## config.mk

```make
export PLATFORM = sky130hd
export DESIGN_NAME = pwrdn_ctrl
export DESIGN_NICKNAME = d
export VERILOG_FILES = /design/src/rtl/pwrdn_pkg.sv /design/src/rtl/pwrdn_decode.sv /design/src/rtl/pwrdn_timer.sv /design/src/rtl/pwrdn_ctrl.sv
export SDC_FILE = /design/constraint.sdc
export NUM_CORES = 1
export LEC_CHECK = 0
export BUFFER_PORTS_ARGS = -buffer_cell sky130_fd_sc_hd__buf_2
export CAP_MARGIN = 20
export CORE_ASPECT_RATIO = 1.5
export CORE_MARGIN = 1
export CORE_UTILIZATION = 37
export DETAILED_ROUTE_END_ITERATION = 10
export HOLD_SLACK_MARGIN = 0.08
export PLACE_DENSITY = 0.66
export RECOVER_POWER = 100
export SKIP_CTS_REPAIR_TIMING = 1
export SYNTH_ARGS = -nofsm -noshare
export SYNTH_HDL_FRONTEND = slang
export SYNTH_SLANG_ARGS = --single-unit
```

## constraint.sdc

```tcl
create_clock -name clk -period 3.3 [get_ports clk]
set_input_delay 0.33 -clock clk [delete_from_list [all_inputs] [get_ports clk]]
set_output_delay 0.33 -clock clk [all_outputs]
set_load 0.03 [all_outputs]
```

## src/rtl/pwrdn_pkg.sv

```systemverilog
package pwrdn_pkg;
  localparam logic [5:0] PD_CODE_NONE    = 6'b000000;
  localparam logic [5:0] PD_CODE_L_EN    = 6'b001001;
  localparam logic [5:0] PD_CODE_L_ANY   = 6'b010001;
  localparam logic [5:0] PD_CODE_MID     = 6'b011010;
  localparam logic [5:0] PD_CODE_DEEP    = 6'b011100;

  typedef enum logic [2:0] {
    ST_RUN, ST_ENTER, ST_LIGHT, ST_MID, ST_DEEP, ST_RELOCK
  } pd_state_e;

  typedef struct packed {
    logic valid;
    logic none;
    logic light;
    logic light_any;
    logic mid;
    logic deep;
  } pd_dec_t;
endpackage

```

## src/rtl/pwrdn_decode.sv

```systemverilog
module pwrdn_decode
  import pwrdn_pkg::*;
(
  input  logic [5:0] code,
  output pd_dec_t    dec
);
  always_comb begin
    dec = '0;
    case (code)
      PD_CODE_NONE:  begin dec.valid = 1'b1; dec.none = 1'b1; end
      PD_CODE_L_EN:  begin dec.valid = 1'b1; dec.light = 1'b1; end
      PD_CODE_L_ANY: begin dec.valid = 1'b1; dec.light = 1'b1; dec.light_any = 1'b1; end
      PD_CODE_MID:   begin dec.valid = 1'b1; dec.mid = 1'b1; end
      PD_CODE_DEEP:  begin dec.valid = 1'b1; dec.deep = 1'b1; end
      default:       dec = '0;
    endcase
  end
endmodule

```

## src/rtl/pwrdn_timer.sv

```systemverilog
module pwrdn_timer #(
  parameter int W = 8
) (
  input  logic         clk,
  input  logic         clr,
  input  logic         en,
  input  logic [W-1:0] limit,
  output logic         done
);
  logic [W-1:0] cnt;
  logic [W:0]   cnt_inc;

  assign cnt_inc = {1'b0, cnt} + 1'b1;
  assign done    = cnt_inc >= {1'b0, limit};

  always_ff @(posedge clk) begin
    if (clr)
      cnt <= '0;
    else if (en && !done)
      cnt <= cnt_inc[W-1:0];
  end
endmodule

```

## src/rtl/pwrdn_ctrl.sv

```systemverilog
module pwrdn_ctrl
  import pwrdn_pkg::*;
#(
  parameter int ENTRY_DLY = 8,
  parameter int RELOCK_W  = 16
) (
  input  logic                clk,
  input  logic                rst,
  input  logic                field_wr,
  input  logic [5:0]          field_wdata,
  input  logic                irq_en_pend,
  input  logic                irq_nen_pend,
  input  logic [RELOCK_W-1:0] relock_len,
  output logic [5:0]          field_q,
  output logic                cpu_clk_en,
  output logic                pll_out_en,
  output logic                pll_ref_en,
  output logic                wake_pulse,
  output logic                wake_isr
);
  localparam int EW = $clog2(ENTRY_DLY + 1);
  localparam logic [EW-1:0] ENTRY_LIM = EW'(ENTRY_DLY);

  pd_state_e st_q, st_d;
  pd_dec_t   wr_dec, q_dec;
  logic [5:0] field_d;
  logic wake_d, isr_d, ent_done, rlk_done;

  pwrdn_decode u_dec_wr (.code(field_wdata), .dec(wr_dec));
  pwrdn_decode u_dec_q  (.code(field_q),     .dec(q_dec));

  pwrdn_timer #(.W(EW)) u_entry (
    .clk(clk), .clr(st_q != ST_ENTER), .en(1'b1),
    .limit(ENTRY_LIM), .done(ent_done)
  );

  pwrdn_timer #(.W(RELOCK_W)) u_relock (
    .clk(clk), .clr(rst || (st_q != ST_RELOCK)), .en(1'b1),
    .limit(relock_len), .done(rlk_done)
  );

  always_comb begin
    st_d    = st_q;
    field_d = field_q;
    wake_d  = 1'b0;
    isr_d   = wake_isr;
    case (st_q)
      ST_RUN: begin
        if (field_wr && wr_dec.valid) begin
          field_d = field_wdata;
          if (!wr_dec.none) st_d = ST_ENTER;
        end
      end
      ST_ENTER: begin
        if (ent_done)
          st_d = q_dec.light ? ST_LIGHT : (q_dec.mid ? ST_MID : ST_DEEP);
      end
      ST_LIGHT: begin
        if (irq_en_pend || (q_dec.light_any && irq_nen_pend)) begin
          st_d    = ST_RUN;
          field_d = PD_CODE_NONE;
          wake_d  = 1'b1;
          isr_d   = irq_en_pend;
        end
      end
      ST_RELOCK: begin
        if (rlk_done) st_d = ST_RUN;
      end
      default: ;
    endcase
    if (rst) begin
      st_d    = (st_q == ST_DEEP || st_q == ST_RELOCK) ? ST_RELOCK : ST_RUN;
      field_d = PD_CODE_NONE;
      wake_d  = 1'b0;
      isr_d   = 1'b0;
    end
  end

  always_ff @(posedge clk) begin
    st_q       <= st_d;
    field_q    <= field_d;
    wake_pulse <= wake_d;
    wake_isr   <= isr_d;
    cpu_clk_en <= (st_d == ST_RUN) || (st_d == ST_ENTER);
    pll_out_en <= !((st_d == ST_MID) || (st_d == ST_DEEP) || (st_d == ST_RELOCK));
    pll_ref_en <= (st_d != ST_DEEP);
  end

  assert_reserved_hold_R2: assert property (@(posedge clk) disable iff (rst)
    (st_q == ST_RUN && field_wr && !wr_dec.valid) |=> $stable(field_q));
  assert_enonly_nowake_R4: assert property (@(posedge clk) disable iff (rst)
    (st_q == ST_LIGHT && !q_dec.light_any && !irq_en_pend) |=> !wake_pulse);
  assert_wake_single_R6: assert property (@(posedge clk) disable iff (rst)
    wake_pulse |=> !wake_pulse);
  assert_wake_restores_R6: assert property (@(posedge clk) disable iff (rst)
    wake_pulse |-> (cpu_clk_en && field_q == PD_CODE_NONE));
  assert_mid_stays_R7: assert property (@(posedge clk) disable iff (rst)
    (st_q == ST_MID) |=> (st_q == ST_MID && !cpu_clk_en && !pll_out_en));
  assert_deep_gated_R8: assert property (@(posedge clk) disable iff (rst)
    (st_q == ST_DEEP) |-> (!pll_ref_en && !pll_out_en && !cpu_clk_en));
  assert_relock_gated_R9: assert property (@(posedge clk) disable iff (rst)
    (st_q == ST_RELOCK) |-> (pll_ref_en && !cpu_clk_en && !pll_out_en));
  assert_sleep_nowrite_R10: assert property (@(posedge clk) disable iff (rst)
    (st_q == ST_LIGHT && !irq_en_pend && !irq_nen_pend) |=> $stable(field_q));
endmodule

```

==> parameters.txt, run 1 <==
Parameter                              Value

Timing
  Maximum operating frequency    321 MHz
  Worst setup skew after layout    0.00223 ns
  Max Transition Viols Final    0
  Crit share post-route    94.5%
  Worst Slack Setup Final    0.181 ns
  Normalized max-slew margin    67.0%
  Hold_ws    0.318 ns
  Shortest clock period the worst path allows after layout    3.12 ns
  Final setup violating endpoints    0
  Count of final hold-check violations    0
  Worst slew pin tran    0.495 ns

Logic synthesis
  Area fraction of the dominant cell type after synthesis    30.7%
  Top cells by area, synth    sky130_fd_sc_hd__dfxtp_1, sky130_fd_sc_hd__ha_1, sky130_fd_sc_hd__xnor2_1, sky130_fd_sc_hd__a21oi_1, sky130_fd_sc_hd__o21ai_0
  Number of distinct standard cells referenced by the synthesized netlist    54
  Average cell area after synthesis    8.12 um^2
  Post-synthesis sequential element count    34
  EDFF count, synth    0
  Share of the yosys chip area belonging to registers    30.7%
  Cell accounting for the most synthesized area    sky130_fd_sc_hd__dfxtp_1
  Number of instances in the synthesized netlist    273
  Post-Syn Area    2220 um^2
  Nets in the synthesized netlist    319
  Async SR Flop Fraction    0%
  Leading register cell type out of synthesis    sky130_fd_sc_hd__dfxtp_1
  Synthesis Warnings    0

Placement
  Gpl congestion    0.815
  Inst Count DP    379
  Detailed-placement wirelength estimate    3940 um
  Pre-CTS setup slack    0.00700 ns
  Number of buffers inserted by port buffering    37

Status
  Outcome    complete, no violations

Routing
  Drt total wl    4970 um
  Remaining design rule violation count    0
  Post-route antenna net violation count    0
  Number of DRC violations after detailed-routing iteration 0    57
  Number of vias after detailed routing    2100
  TritonRoute pass-1 iters    4
  Wire length per cell after detailed routing    12.8 um
  Via count normalized by instance count    5.41

Die
  Height of the chip    96.8 um
  Io pins    38
  Die Footprint    6310 um^2
  Core Box Area    5790 um^2
  Initial standard-cell utilization of the core    38.3%
  Site row count    34
  Die width    65.2 um

Worst setup path
  Element type at the critical path end    register
  Largest fanout on the critical path    19
  Slowest cell on the critical path    sky130_fd_sc_hd__dfxtp_1
  R2r worst-path depth    14
  Sort of element at the start of the critical path    register
  Count of buffering cells on the critical path with inverters included    1
  Data required time at the worst endpoint    3.52 ns
  Data arrival time of the worst path    3.34 ns
  Delay of the slowest cell on the worst path    0.37 ns
  Crit path cell chain    ha_1 > and3_4 > nand4_4 > or2_4 > nor2_2 > xor2_1 > ha_1 > a21o_1 > a21oi_1 > o31a_1 > o221ai_2 > buf_4 > or3_1 > a21oi_1
  Stages on the worst setup path    14
  Cell type group with the largest total delay on the critical path    simple AND/OR/NAND/NOR gates
  Critical path start-end classification    reg2reg

Power and ir drop
  Total power    0.000792 W
  Leakage power    1.07 nW
  Worst vdd rail ir drop    0.000244 V
  Power density normalized to cell area    304 nW/um^2

Finish
  Filler-free cell count of the finished design    388
  Area added between synthesis and finish    17.7%
  Post-Route Utilization    45.1%
  Total number of nets in the final design    361
  Count of antenna diodes in the layout    0
  Fraction of final layout cells with drive strength greater than 1    17.7%

Clock network
  Root buf cell    sky130_fd_sc_hd__clkbuf_8
  Clock insertion delay at the later pin of the skew report    0.29 ns
  H-tree depth    2
  TritonCTS clock tree    yes
  Clock buffer count from CTS    5
  Clock sinks    34
  Clock Path Buffers    2
  Clk pin slew, worst setup/hold paths    0.07 ns

Global route
  Leftover overflow at the end of global routing    0
  GRT Overall Usage    16.6%
  Initial antenna violation count    0
  Maximum number of pins on one net before global-route repair    20
  Number of global-route vias before repair    1971
  First-pass GRT wire length    8260 um

Flow run
  Number of maximum-capacitance constraint violations    0

Hold path
  Cell count of the worst hold path    3
  Class of the most critical hold timing path    in2reg
area by class of cell:
class	instances	area [um^2]
Clock inverter	1	5.00
Fill cell	617	3180
Tap cell	72	90.1
Multi-Input combinational cell	207	1430
Inverter	22	82.6
Sequential cell	34	682
Clock buffer	7	86.3
Timing Repair Buffer	45	231
synth_stat cells, types with 2 or more instances:
master,instances
sky130_fd_sc_hd__xor2_1,4
sky130_fd_sc_hd__nor2_1,20
sky130_fd_sc_hd__dfxtp_1,34
sky130_fd_sc_hd__ha_1,19
sky130_fd_sc_hd__nand2_1,13
sky130_fd_sc_hd__nand3_1,7
sky130_fd_sc_hd__nor2b_1,4
sky130_fd_sc_hd__o21ai_0,19
sky130_fd_sc_hd__buf_2,3
sky130_fd_sc_hd__inv_1,21
sky130_fd_sc_hd__a21oi_1,19
sky130_fd_sc_hd__or3_1,13
sky130_fd_sc_hd__and3_1,3
sky130_fd_sc_hd__a31oi_1,4
sky130_fd_sc_hd__nor4_1,3
sky130_fd_sc_hd__o21ai_1,3
sky130_fd_sc_hd__o21a_1,2
sky130_fd_sc_hd__nand4_1,5
sky130_fd_sc_hd__xnor2_1,13
sky130_fd_sc_hd__mux2i_1,2
sky130_fd_sc_hd__nor3_1,7
sky130_fd_sc_hd__and3b_1,2
sky130_fd_sc_hd__or2_2,2
sky130_fd_sc_hd__a22oi_1,7
sky130_fd_sc_hd__o31ai_1,3
sky130_fd_sc_hd__a21o_1,2
sky130_fd_sc_hd__a211oi_1,3
sky130_fd_sc_hd__and2_1,4
sky130_fd_sc_hd__clkbuf_1,6
sky130_fd_sc_hd__nand2b_1,2
state kept, by name, indices dropped and copies added (netlist names):
name	cells
wake_pulse	1
st_q	3
pll_out_en	1
wake_isr	1
cpu_clk_en	1
field_q	6
u_entry.cnt	4
pll_ref_en	1
u_relock.cnt	16
routing by layer:
| metal | GRT usage, % | share of wire [%] | vias to the layer above |
|---|---|---|---|
| met5 | 0 | 0 | - |
| met4 | 8.53 | 3.2 | 0 |
| met3 | 2.83 | 3.6 | 14 |
| met2 | 31.3 | 53 | 48 |
| met1 | 16.5 | 40 | 971 |
| li1 | - | - | 1067 |
where the power goes:
| group | leakage [nW] | internal (W) | switching [W] |
|---|---|---|---|
| Sequential | 0.275 | 0.000413 | 0.00000255 |
| Combinational | 0.745 | 0.0000268 | 0.0000329 |
| Clock | 0.0482 | 0.000168 | 0.000149 |
worst paths after layout:
check | start | endpoint | slack (ns)
min reg2reg | u_entry.cnt[2] | u_entry.cnt[2] | 0.49
max | u_relock.cnt[1] | u_relock.cnt[15] | 0.18
max reg2reg | u_relock.cnt[1] | u_relock.cnt[15] | 0.18
min | irq_en_pend | wake_isr | 0.32
per-stage QoR:
step	TNS, ns	area (um^2)
after global routing	-0.0105	2610
final	0	2610
after global placement	0	2510
after floorplan	0	2220
after CTS	-0.0373	2600
after detailed placement	0	2510
worst register-to-register path: cells and delay by family (launching register included):
kind            cells  cell delay (ns)
compound gates      5             0.78
xor+xnor            1             0.16
fa+ha+maj           2             0.45
buf+inv             1             0.20
flops               1             0.37
simple gates        5             1.08
logic make-up (layout without fill, tap and decap cells):
kind of cell             after synthesis  after routing  synth area share [%]
AO/OA/AOI/OAI                         72             72                  20.0
XOR/XNOR                              17             17                  6.72
adder cells (fa/ha/maj)               19             19                  10.7
buffers and inverters                 32             75                  5.59
flip-flops                            34             34                  30.7
multiplexers                           3              3                  1.41
AND/OR/NAND/NOR                       96             96                  24.8
placed cells by master (no fill, tap or decap), drive strengths merged, types with 4 or more instances in the layout:
cell / Yosys / layout
nor3: 7 / 7
a21oi: 19 / 19
nor2b: 4 / 4
nand3: 8 / 8
inv: 22 / 22
a31oi: 4 / 4
nand2: 13 / 13
and2: 4 / 4
ha: 19 / 19
nor4: 4 / 4
dfxtp: 34 / 34
and3: 4 / 4
nand4: 6 / 6
o21ai: 22 / 22
xor2: 4 / 4
xnor2: 13 / 13
buf: 4 / 34
nor2: 20 / 20
or3: 13 / 13
clkbuf: 6 / 18
a22oi: 7 / 7
Power figures use the tool's default switching activity.
==> run 2, diff against run 1 <==
ABC_AREA = 1   (was unset)
PLACE_DENSITY = 0.65   (was 0.66)
==> parameters.txt, run 2 <==
Parameter                              Value

Status
  Outcome    complete, no violations (unchanged)

Logic synthesis
  Average cell area after synthesis    6.71 um^2 (was 8.12 um^2)
  Number of distinct standard cells referenced by the synthesized netlist    28 (was 54)
  Number of instances in the synthesized netlist    341 (was 273)
  Cell accounting for the most synthesized area    sky130_fd_sc_hd__dfxtp_1 (unchanged)
  Commonest cells in the synthesized netlist    sky130_fd_sc_hd__nand2_1, sky130_fd_sc_hd__inv_1, sky130_fd_sc_hd__nor2_1 (was sky130_fd_sc_hd__dfxtp_1, sky130_fd_sc_hd__inv_1, sky130_fd_sc_hd__nor2_1)
  Area fraction of the dominant cell type after synthesis    29.7% (was 30.7%)
  Post-Syn Area    2290 um^2 (was 2220 um^2)
  Async SR Flop Fraction    0% (unchanged)
  Share of the yosys chip area belonging to registers    29.7% (was 30.7%)
  Most common cell in the netlist    sky130_fd_sc_hd__nand2_1 (was sky130_fd_sc_hd__dfxtp_1)
  Leading register cell type out of synthesis    sky130_fd_sc_hd__dfxtp_1 (unchanged)
  Nets in the synthesized netlist    387 (was 319)
  Top cells by area, synth    sky130_fd_sc_hd__dfxtp_1, sky130_fd_sc_hd__nand2_1, sky130_fd_sc_hd__ha_1, sky130_fd_sc_hd__inv_1, sky130_fd_sc_hd__nor2_1 (was sky130_fd_sc_hd__dfxtp_1, sky130_fd_sc_hd__ha_1, sky130_fd_sc_hd__xnor2_1, sky130_fd_sc_hd__a21oi_1, sky130_fd_sc_hd__o21ai_0)
  EDFF count, synth    0 (unchanged)
  Synthesis Warnings    0 (unchanged)
  Post-synthesis sequential element count    34 (unchanged)

Placement
  Pre-CTS setup slack    0.310 ns (was 0.00700 ns)
  Detailed-placement wirelength estimate    3920 um (was 3940 um)
  Inst Count DP    444 (was 379)
  Number of buffers inserted by port buffering    37 (unchanged)
  Gpl congestion    0.787 (was 0.815)

Clock network
  Clock insertion delay at the later pin of the skew report    0.28 ns (was 0.29 ns)
  Clk pin slew, worst setup/hold paths    0.07 ns (about the same)
  Root buf cell    sky130_fd_sc_hd__clkbuf_8 (unchanged)
  Clock buffer count from CTS    5 (unchanged)
  Clock Path Buffers    2 (unchanged)
  TritonCTS clock tree    yes (unchanged)
  H-tree depth    2 (unchanged)
  Clock sinks    34 (unchanged)

Timing
  Worst slew pin tran    0.375 ns (was 0.495 ns)
  Worst Slack Setup Final    0.366 ns (was 0.181 ns)
  Crit share post-route    88.9% (was 94.5%)
  Max Transition Viols Final    0 (unchanged)
  Final setup violating endpoints    0 (unchanged)
  Normalized max-slew margin    75.1% (was 67.0%)
  Count of final hold-check violations    0 (unchanged)
  Worst setup skew after layout    0.00431 ns (was 0.00223 ns)
  Shortest clock period the worst path allows after layout    2.93 ns (was 3.12 ns)
  Setup repair after global routing missed its margin    no
  Maximum operating frequency    341 MHz (was 321 MHz)
  Setup tns final    0 ns (unchanged)

Routing
  Post-route antenna net violation count    0 (unchanged)
  Via count normalized by instance count    4.75 (was 5.41)
  TritonRoute pass-1 iters    4 (unchanged)
  Number of DRC violations after detailed-routing iteration 0    118 (was 57)
  Remaining design rule violation count    0 (unchanged)
  Drt total wl    4850 um (was 4970 um)
  Wire length per cell after detailed routing    10.7 um (was 12.8 um)
  Number of vias after detailed routing    2146 (was 2100)

Finish
  Flip-flop and latch area    681 um^2 (was 682 um^2)
  Area added between synthesis and finish    13.2% (was 17.7%)
  Filler-free cell count of the finished design    452 (was 388)
  Number of fillers in the final layout    609 (was 617)
  Count of antenna diodes in the layout    0 (unchanged)
  Most frequent standard cell in the layout excluding fill and tap cells    sky130_fd_sc_hd__nand2_1 (was sky130_fd_sc_hd__dfxtp_1)
  Most frequent cells in the layout    sky130_fd_sc_hd__nand2_1, sky130_fd_sc_hd__inv_1, sky130_fd_sc_hd__nor2_1 (was sky130_fd_sc_hd__dfxtp_1, sky130_fd_sc_hd__buf_2, sky130_fd_sc_hd__inv_1)
  Fraction of final layout cells with drive strength greater than 1    11.8% (was 17.7%)
  Largest reg by FF count    u_relock.cnt (unchanged)
  Combined area of the multi-input logic cells    1330 um^2 (was 1430 um^2)
  Flip-flop count of the largest register, all copies and words added    16 (unchanged)
  Largest regs    u_relock.cnt: 16 flops, field_q: 6 flops, u_entry.cnt: 4 flops (unchanged)
  Total number of nets in the final design    425 (was 361)

Worst setup path
  Data required time at the worst endpoint    3.52 ns (about the same)
  Element type at the critical path end    register (unchanged)
  Largest fanout on the critical path    22 (was 19)
  Critical path start-end classification    reg2reg (unchanged)
  Data arrival time of the worst path    3.15 ns (was 3.34 ns)
  Sort of element at the start of the critical path    register (unchanged)

Die
  Die Footprint    6510 um^2 (was 6310 um^2)
  Initial standard-cell utilization of the core    39.0% (was 38.3%)
  Die width    66.2 um (was 65.2 um)
  Height of the chip    98.3 um (was 96.8 um)
  Io pins    38 (unchanged)
  Site row count    34 (unchanged)
  Core Box Area    5870 um^2 (was 5790 um^2)

Power and ir drop
  Worst vdd rail ir drop    0.000399 V (was 0.000244 V)
  Power density normalized to cell area    474 nW/um^2 (was 304 nW/um^2)
  Leakage power    1.26 nW (was 1.07 nW)

Global route
  Leftover overflow at the end of global routing    0 (unchanged)
  Initial antenna violation count    0 (unchanged)
  GRT Overall Usage    16.4% (was 16.6%)
  Maximum number of pins on one net before global-route repair    23 (was 20)
  First-pass GRT wire length    8310 um (was 8260 um)
  Number of global-route vias before repair    1977 (was 1971)

Hold path
  Class of the most critical hold timing path    in2reg (unchanged)

Flow run
  Number of maximum-capacitance constraint violations    0 (unchanged)
[run 2: cell count changes after synthesis, sizes merged, moves of 4 or more]
cell    before  now
a22oi        7    0
clkbuf       6    1
or3         13    0
and2         4    0
xnor2       13    0
and3         4    0
nor2b        4    0
xor2         4   15
nand2       13   74
inv         22   61
nor2        20   48
nand3        8   18
a31oi        4    0
[run 2: per-layer routing]
layer | up-vias | global-route usage [%] | wire, um
li1 | 1160 | - | -
met1 | 939 | 17.2 | 2070
met2 | 41 | 31.5 | 2550
met3 | 6 | 3.62 | 169
met4 | 0 | 4.42 | 58
met5 | - | 0 | 0
[run 2: worst paths after layout]
path                   startpoint               to  slack, ns  depth (start not counted)
setup reg to reg  u_relock.cnt[0]  u_relock.cnt[0]       0.37                         15
setup / recovery  u_relock.cnt[0]  u_relock.cnt[0]       0.37                         15
hold / removal        irq_en_pend         wake_isr       0.31                          3
hold reg to reg          wake_isr         wake_isr       0.47                          2
[run 2: critical path: stages, from the launching register on]
cell                       delay, ns
sky130_fd_sc_hd__dfxtp_1        0.40
sky130_fd_sc_hd__ha_1           0.21
sky130_fd_sc_hd__nand2_1        0.10
sky130_fd_sc_hd__nor2_4         0.15
sky130_fd_sc_hd__nand3_1        0.16
sky130_fd_sc_hd__nor2_1         0.14
sky130_fd_sc_hd__xor2_1         0.21
sky130_fd_sc_hd__inv_1          0.07
sky130_fd_sc_hd__ha_1           0.28
sky130_fd_sc_hd__a21oi_1        0.13
sky130_fd_sc_hd__o21bai_1       0.09
sky130_fd_sc_hd__nor2_1         0.22
sky130_fd_sc_hd__nand3_4        0.27
sky130_fd_sc_hd__inv_4          0.20
sky130_fd_sc_hd__o21ai_0        0.09
sky130_fd_sc_hd__a21oi_1        0.14
[run 2: logic make-up after synthesis]
| family | Yosys count | share of synthesized area (%) |
|---|---|---|
| and+or+nand+nor | 158 | 31.0 |
| buffers and inverters | 67 | 12.0 |
| AOI/OAI and AO/OA | 48 | 11.1 |
| DFF | 34 | 29.7 |
| adders and majority gates | 19 | 10.4 |
| xor gates and xnor gates | 15 | 5.74 |
[run 2: metrics by stage]
step	total power (W)	instance area, um^2	hold slack, ns	util [%]
after floorplan	0.000826	2290	0.460	-
after global placement	0.000929	2520	0.450	42.9
after detailed placement	0.000932	2520	0.460	42.9
after CTS	0.00125	2610	0.302	44.5
after global routing	0.00132	2590	0.328	44.1
final	0.00123	2590	0.306	44.1
[run 2: report_power, final]
part           total [W]  internal [W]  switching, W  leakage [nW]
logic           0.000393      0.000122      0.000271         0.937
registers       0.000516      0.000470     0.0000461         0.276
clock network   0.000319      0.000168      0.000151        0.0482
[run 2: area by class of cell]
cell class,count,area share [%]
multi-input combinational,240,51.2
clock buffer,7,3.33
inverter,61,8.93
clock inverter,1,0.193
timing repair buffer,37,6.62
sequential,34,26.3
tap,72,3.48
==> run 3, diff against run 2 <==
BUFFER_PORTS_ARGS = unset   (was -buffer_cell sky130_fd_sc_hd__buf_2)
DONT_BUFFER_PORTS = 1   (was unset)
GPL_TIMING_DRIVEN = 1   (was unset)
PLACE_DENSITY = 0.6   (was 0.65)
clock period = 3.5 ns   (was 3.3 ns; I/O delays follow)
==> parameters.txt, run 3 (same netlist as run 2, synthesis figures left out) <==
Parameter                              Value

Worst setup path
  R2r worst-path depth    15 (unchanged)
  Data arrival time of the worst path    3.25 ns (was 3.15 ns)
  Data required time at the worst endpoint    3.71 ns (was 3.52 ns)
  Element type at the critical path end    register (unchanged)
  Largest fanout on the critical path    22 (unchanged)
  R2R Setup Slk    0.46 ns (was 0.37 ns)
  Critical path start-end classification    reg2reg (unchanged)
  Sort of element at the start of the critical path    register (unchanged)

Timing
  Worst slew pin tran    0.393 ns (was 0.375 ns)
  Setup repair after global routing missed its margin    no (unchanged)
  Maximum operating frequency    329 MHz (was 341 MHz)
  Crit share post-route    86.8% (was 88.9%)
  Normalized max-slew margin    73.8% (was 75.1%)
  Worst Slack Setup Final    0.462 ns (was 0.366 ns)
  Count of final hold-check violations    0 (unchanged)
  Max Transition Viols Final    0 (unchanged)
  Shortest clock period the worst path allows after layout    3.04 ns (was 2.93 ns)
  Worst setup skew after layout    0.00771 ns (was 0.00431 ns)
  Hold_ws    0.133 ns (was 0.306 ns)
  Setup tns final    0 ns (unchanged)
  Final setup violating endpoints    0 (unchanged)

Clock network
  TritonCTS clock tree    yes (unchanged)
  Clock Path Buffers    2 (unchanged)
  Clock buffer count from CTS    5 (unchanged)
  Root buf cell    sky130_fd_sc_hd__clkbuf_8 (unchanged)
  Clock sinks    34 (unchanged)
  H-tree depth    2 (unchanged)
  Clock insertion delay at the later pin of the skew report    0.28 ns (about the same)
  Clk pin slew, worst setup/hold paths    0.07 ns (about the same)

Die
  Die width    66.2 um (unchanged)
  Core Box Area    5870 um^2 (unchanged)
  Io pins    38 (unchanged)
  Initial standard-cell utilization of the core    39.0% (unchanged)
  Die Footprint    6510 um^2 (unchanged)
  Height of the chip    98.3 um (unchanged)
  Site row count    34 (unchanged)

Power and ir drop
  Power density normalized to cell area    489 nW/um^2 (was 474 nW/um^2)
  Total power    0.00120 W (was 0.00123 W)
  Leakage power    1.16 nW (was 1.26 nW)
  Worst vdd rail ir drop    0.000268 V (was 0.000399 V)

Finish
  Flip-flop count of the largest register, all copies and words added    16 (unchanged)
  Largest regs    u_relock.cnt: 16 flops, field_q: 6 flops, u_entry.cnt: 4 flops (unchanged)
  Largest reg by FF count    u_relock.cnt (unchanged)
  Most frequent standard cell in the layout excluding fill and tap cells    sky130_fd_sc_hd__nand2_1 (unchanged)
  Combined area of the multi-input logic cells    1330 um^2 (about the same)
  Number of fillers in the final layout    646 (was 609)
  Count of antenna diodes in the layout    0 (unchanged)
  Fraction of final layout cells with drive strength greater than 1    5.85% (was 11.8%)
  Most frequent cells in the layout    sky130_fd_sc_hd__nand2_1, sky130_fd_sc_hd__inv_1, sky130_fd_sc_hd__nor2_1 (unchanged)
  Post-Route Utilization    41.7% (was 44.1%)
  Flip-flop and latch area    681 um^2 (unchanged)
  Total number of nets in the final design    388 (was 425)
  Area added between synthesis and finish    6.83% (was 13.2%)

Routing
  Number of DRC violations after detailed-routing iteration 0    69 (was 118)
  Remaining design rule violation count    0 (unchanged)
  Wire length per cell after detailed routing    11.3 um (was 10.7 um)
  Post-route antenna net violation count    0 (unchanged)
  TritonRoute pass-1 iters    4 (unchanged)
  Drt total wl    4680 um (was 4850 um)
  Number of vias after detailed routing    1994 (was 2146)
  Via count normalized by instance count    4.82 (was 4.75)

Placement
  Number of buffers inserted by port buffering    0 (was 37)
  Gpl congestion    0.814 (was 0.787)
  Pre-CTS setup slack    0.562 ns (was 0.310 ns)
  Detailed-placement wirelength estimate    3800 um (was 3920 um)

Hold path
  Cell count of the worst hold path    1 (was 3)
  Class of the most critical hold timing path    in2reg (unchanged)

Global route
  Number of global-route vias before repair    2006 (was 1977)
  First-pass GRT wire length    8030 um (was 8310 um)
  Maximum number of pins on one net before global-route repair    23 (unchanged)
  Initial antenna violation count    0 (unchanged)
  GRT Overall Usage    15.8% (was 16.4%)
  Leftover overflow at the end of global routing    0 (unchanged)

Flow run
  Number of maximum-capacitance constraint violations    0 (unchanged)

Status
  Outcome    complete, no violations (unchanged)
-- run 3: changes by cell type in the layout (fill, tap and decap cells not counted), sizes merged --
cell,before,now
bufinv,0,1
clkinv,1,0
buf,26,0
clkbuf,18,6
-- run 3: cell type report --
cell class              instances  share of cell area [%]
clock buffers                   6                    3.38
clock inverters                 1                    1.23
inverters                      61                    9.36
multi-input cells             240                    54.5
flip-flops and latches         34                    27.8
well taps                      72                    3.68
-- run 3: routing by layer --
metal  GRT usage (%)  routed length, um  up-vias
li1                -                  -     1080
met1            15.8               1940      856
met2            29.9               2430       49
met4            5.40                116        0
met5               0                  0        -
met3            4.44                191        9
-- run 3: path summary, 6_finish.rpt --
check,startpoint,to
max reg2reg,u_relock.cnt[0],u_relock.cnt[14]
min reg2reg,u_relock.cnt[1],u_relock.cnt[1]
min,rst,wake_isr
max,u_relock.cnt[0],u_relock.cnt[14]
-- run 3: stage by stage --
step / std cells / cell area, um^2
final: 414 / 2450
after global routing: 414 / 2450
after CTS: 414 / 2450
after detailed placement: 407 / 2330
after global placement: 407 / 2330
after floorplan: 341 / 2290
-- run 3: critical path, cell delays in order, from the launching register on --
cell and delay (ns):
sky130_fd_sc_hd__dfxtp_1 0.40, sky130_fd_sc_hd__ha_1 0.21, sky130_fd_sc_hd__nand2_1 0.09, sky130_fd_sc_hd__nor2_4 0.15, sky130_fd_sc_hd__nand3_1 0.15, sky130_fd_sc_hd__nor2_1 0.14
sky130_fd_sc_hd__xor2_1 0.24, sky130_fd_sc_hd__inv_1 0.08, sky130_fd_sc_hd__ha_1 0.29, sky130_fd_sc_hd__a21oi_1 0.14, sky130_fd_sc_hd__o21bai_1 0.07, sky130_fd_sc_hd__nor2_1 0.21
sky130_fd_sc_hd__nand3_4 0.24, sky130_fd_sc_hd__inv_1 0.31, sky130_fd_sc_hd__o21ai_0 0.12, sky130_fd_sc_hd__a21oi_1 0.14
-- run 3: power by group --
| part | switching [W] | internal, W |
|---|---|---|
| Combinational | 0.000179 | 0.0000950 |
| Clock | 0.000141 | 0.000228 |
| Sequential | 0.000108 | 0.000443 |
| Total | 0.000429 | 0.000766 |
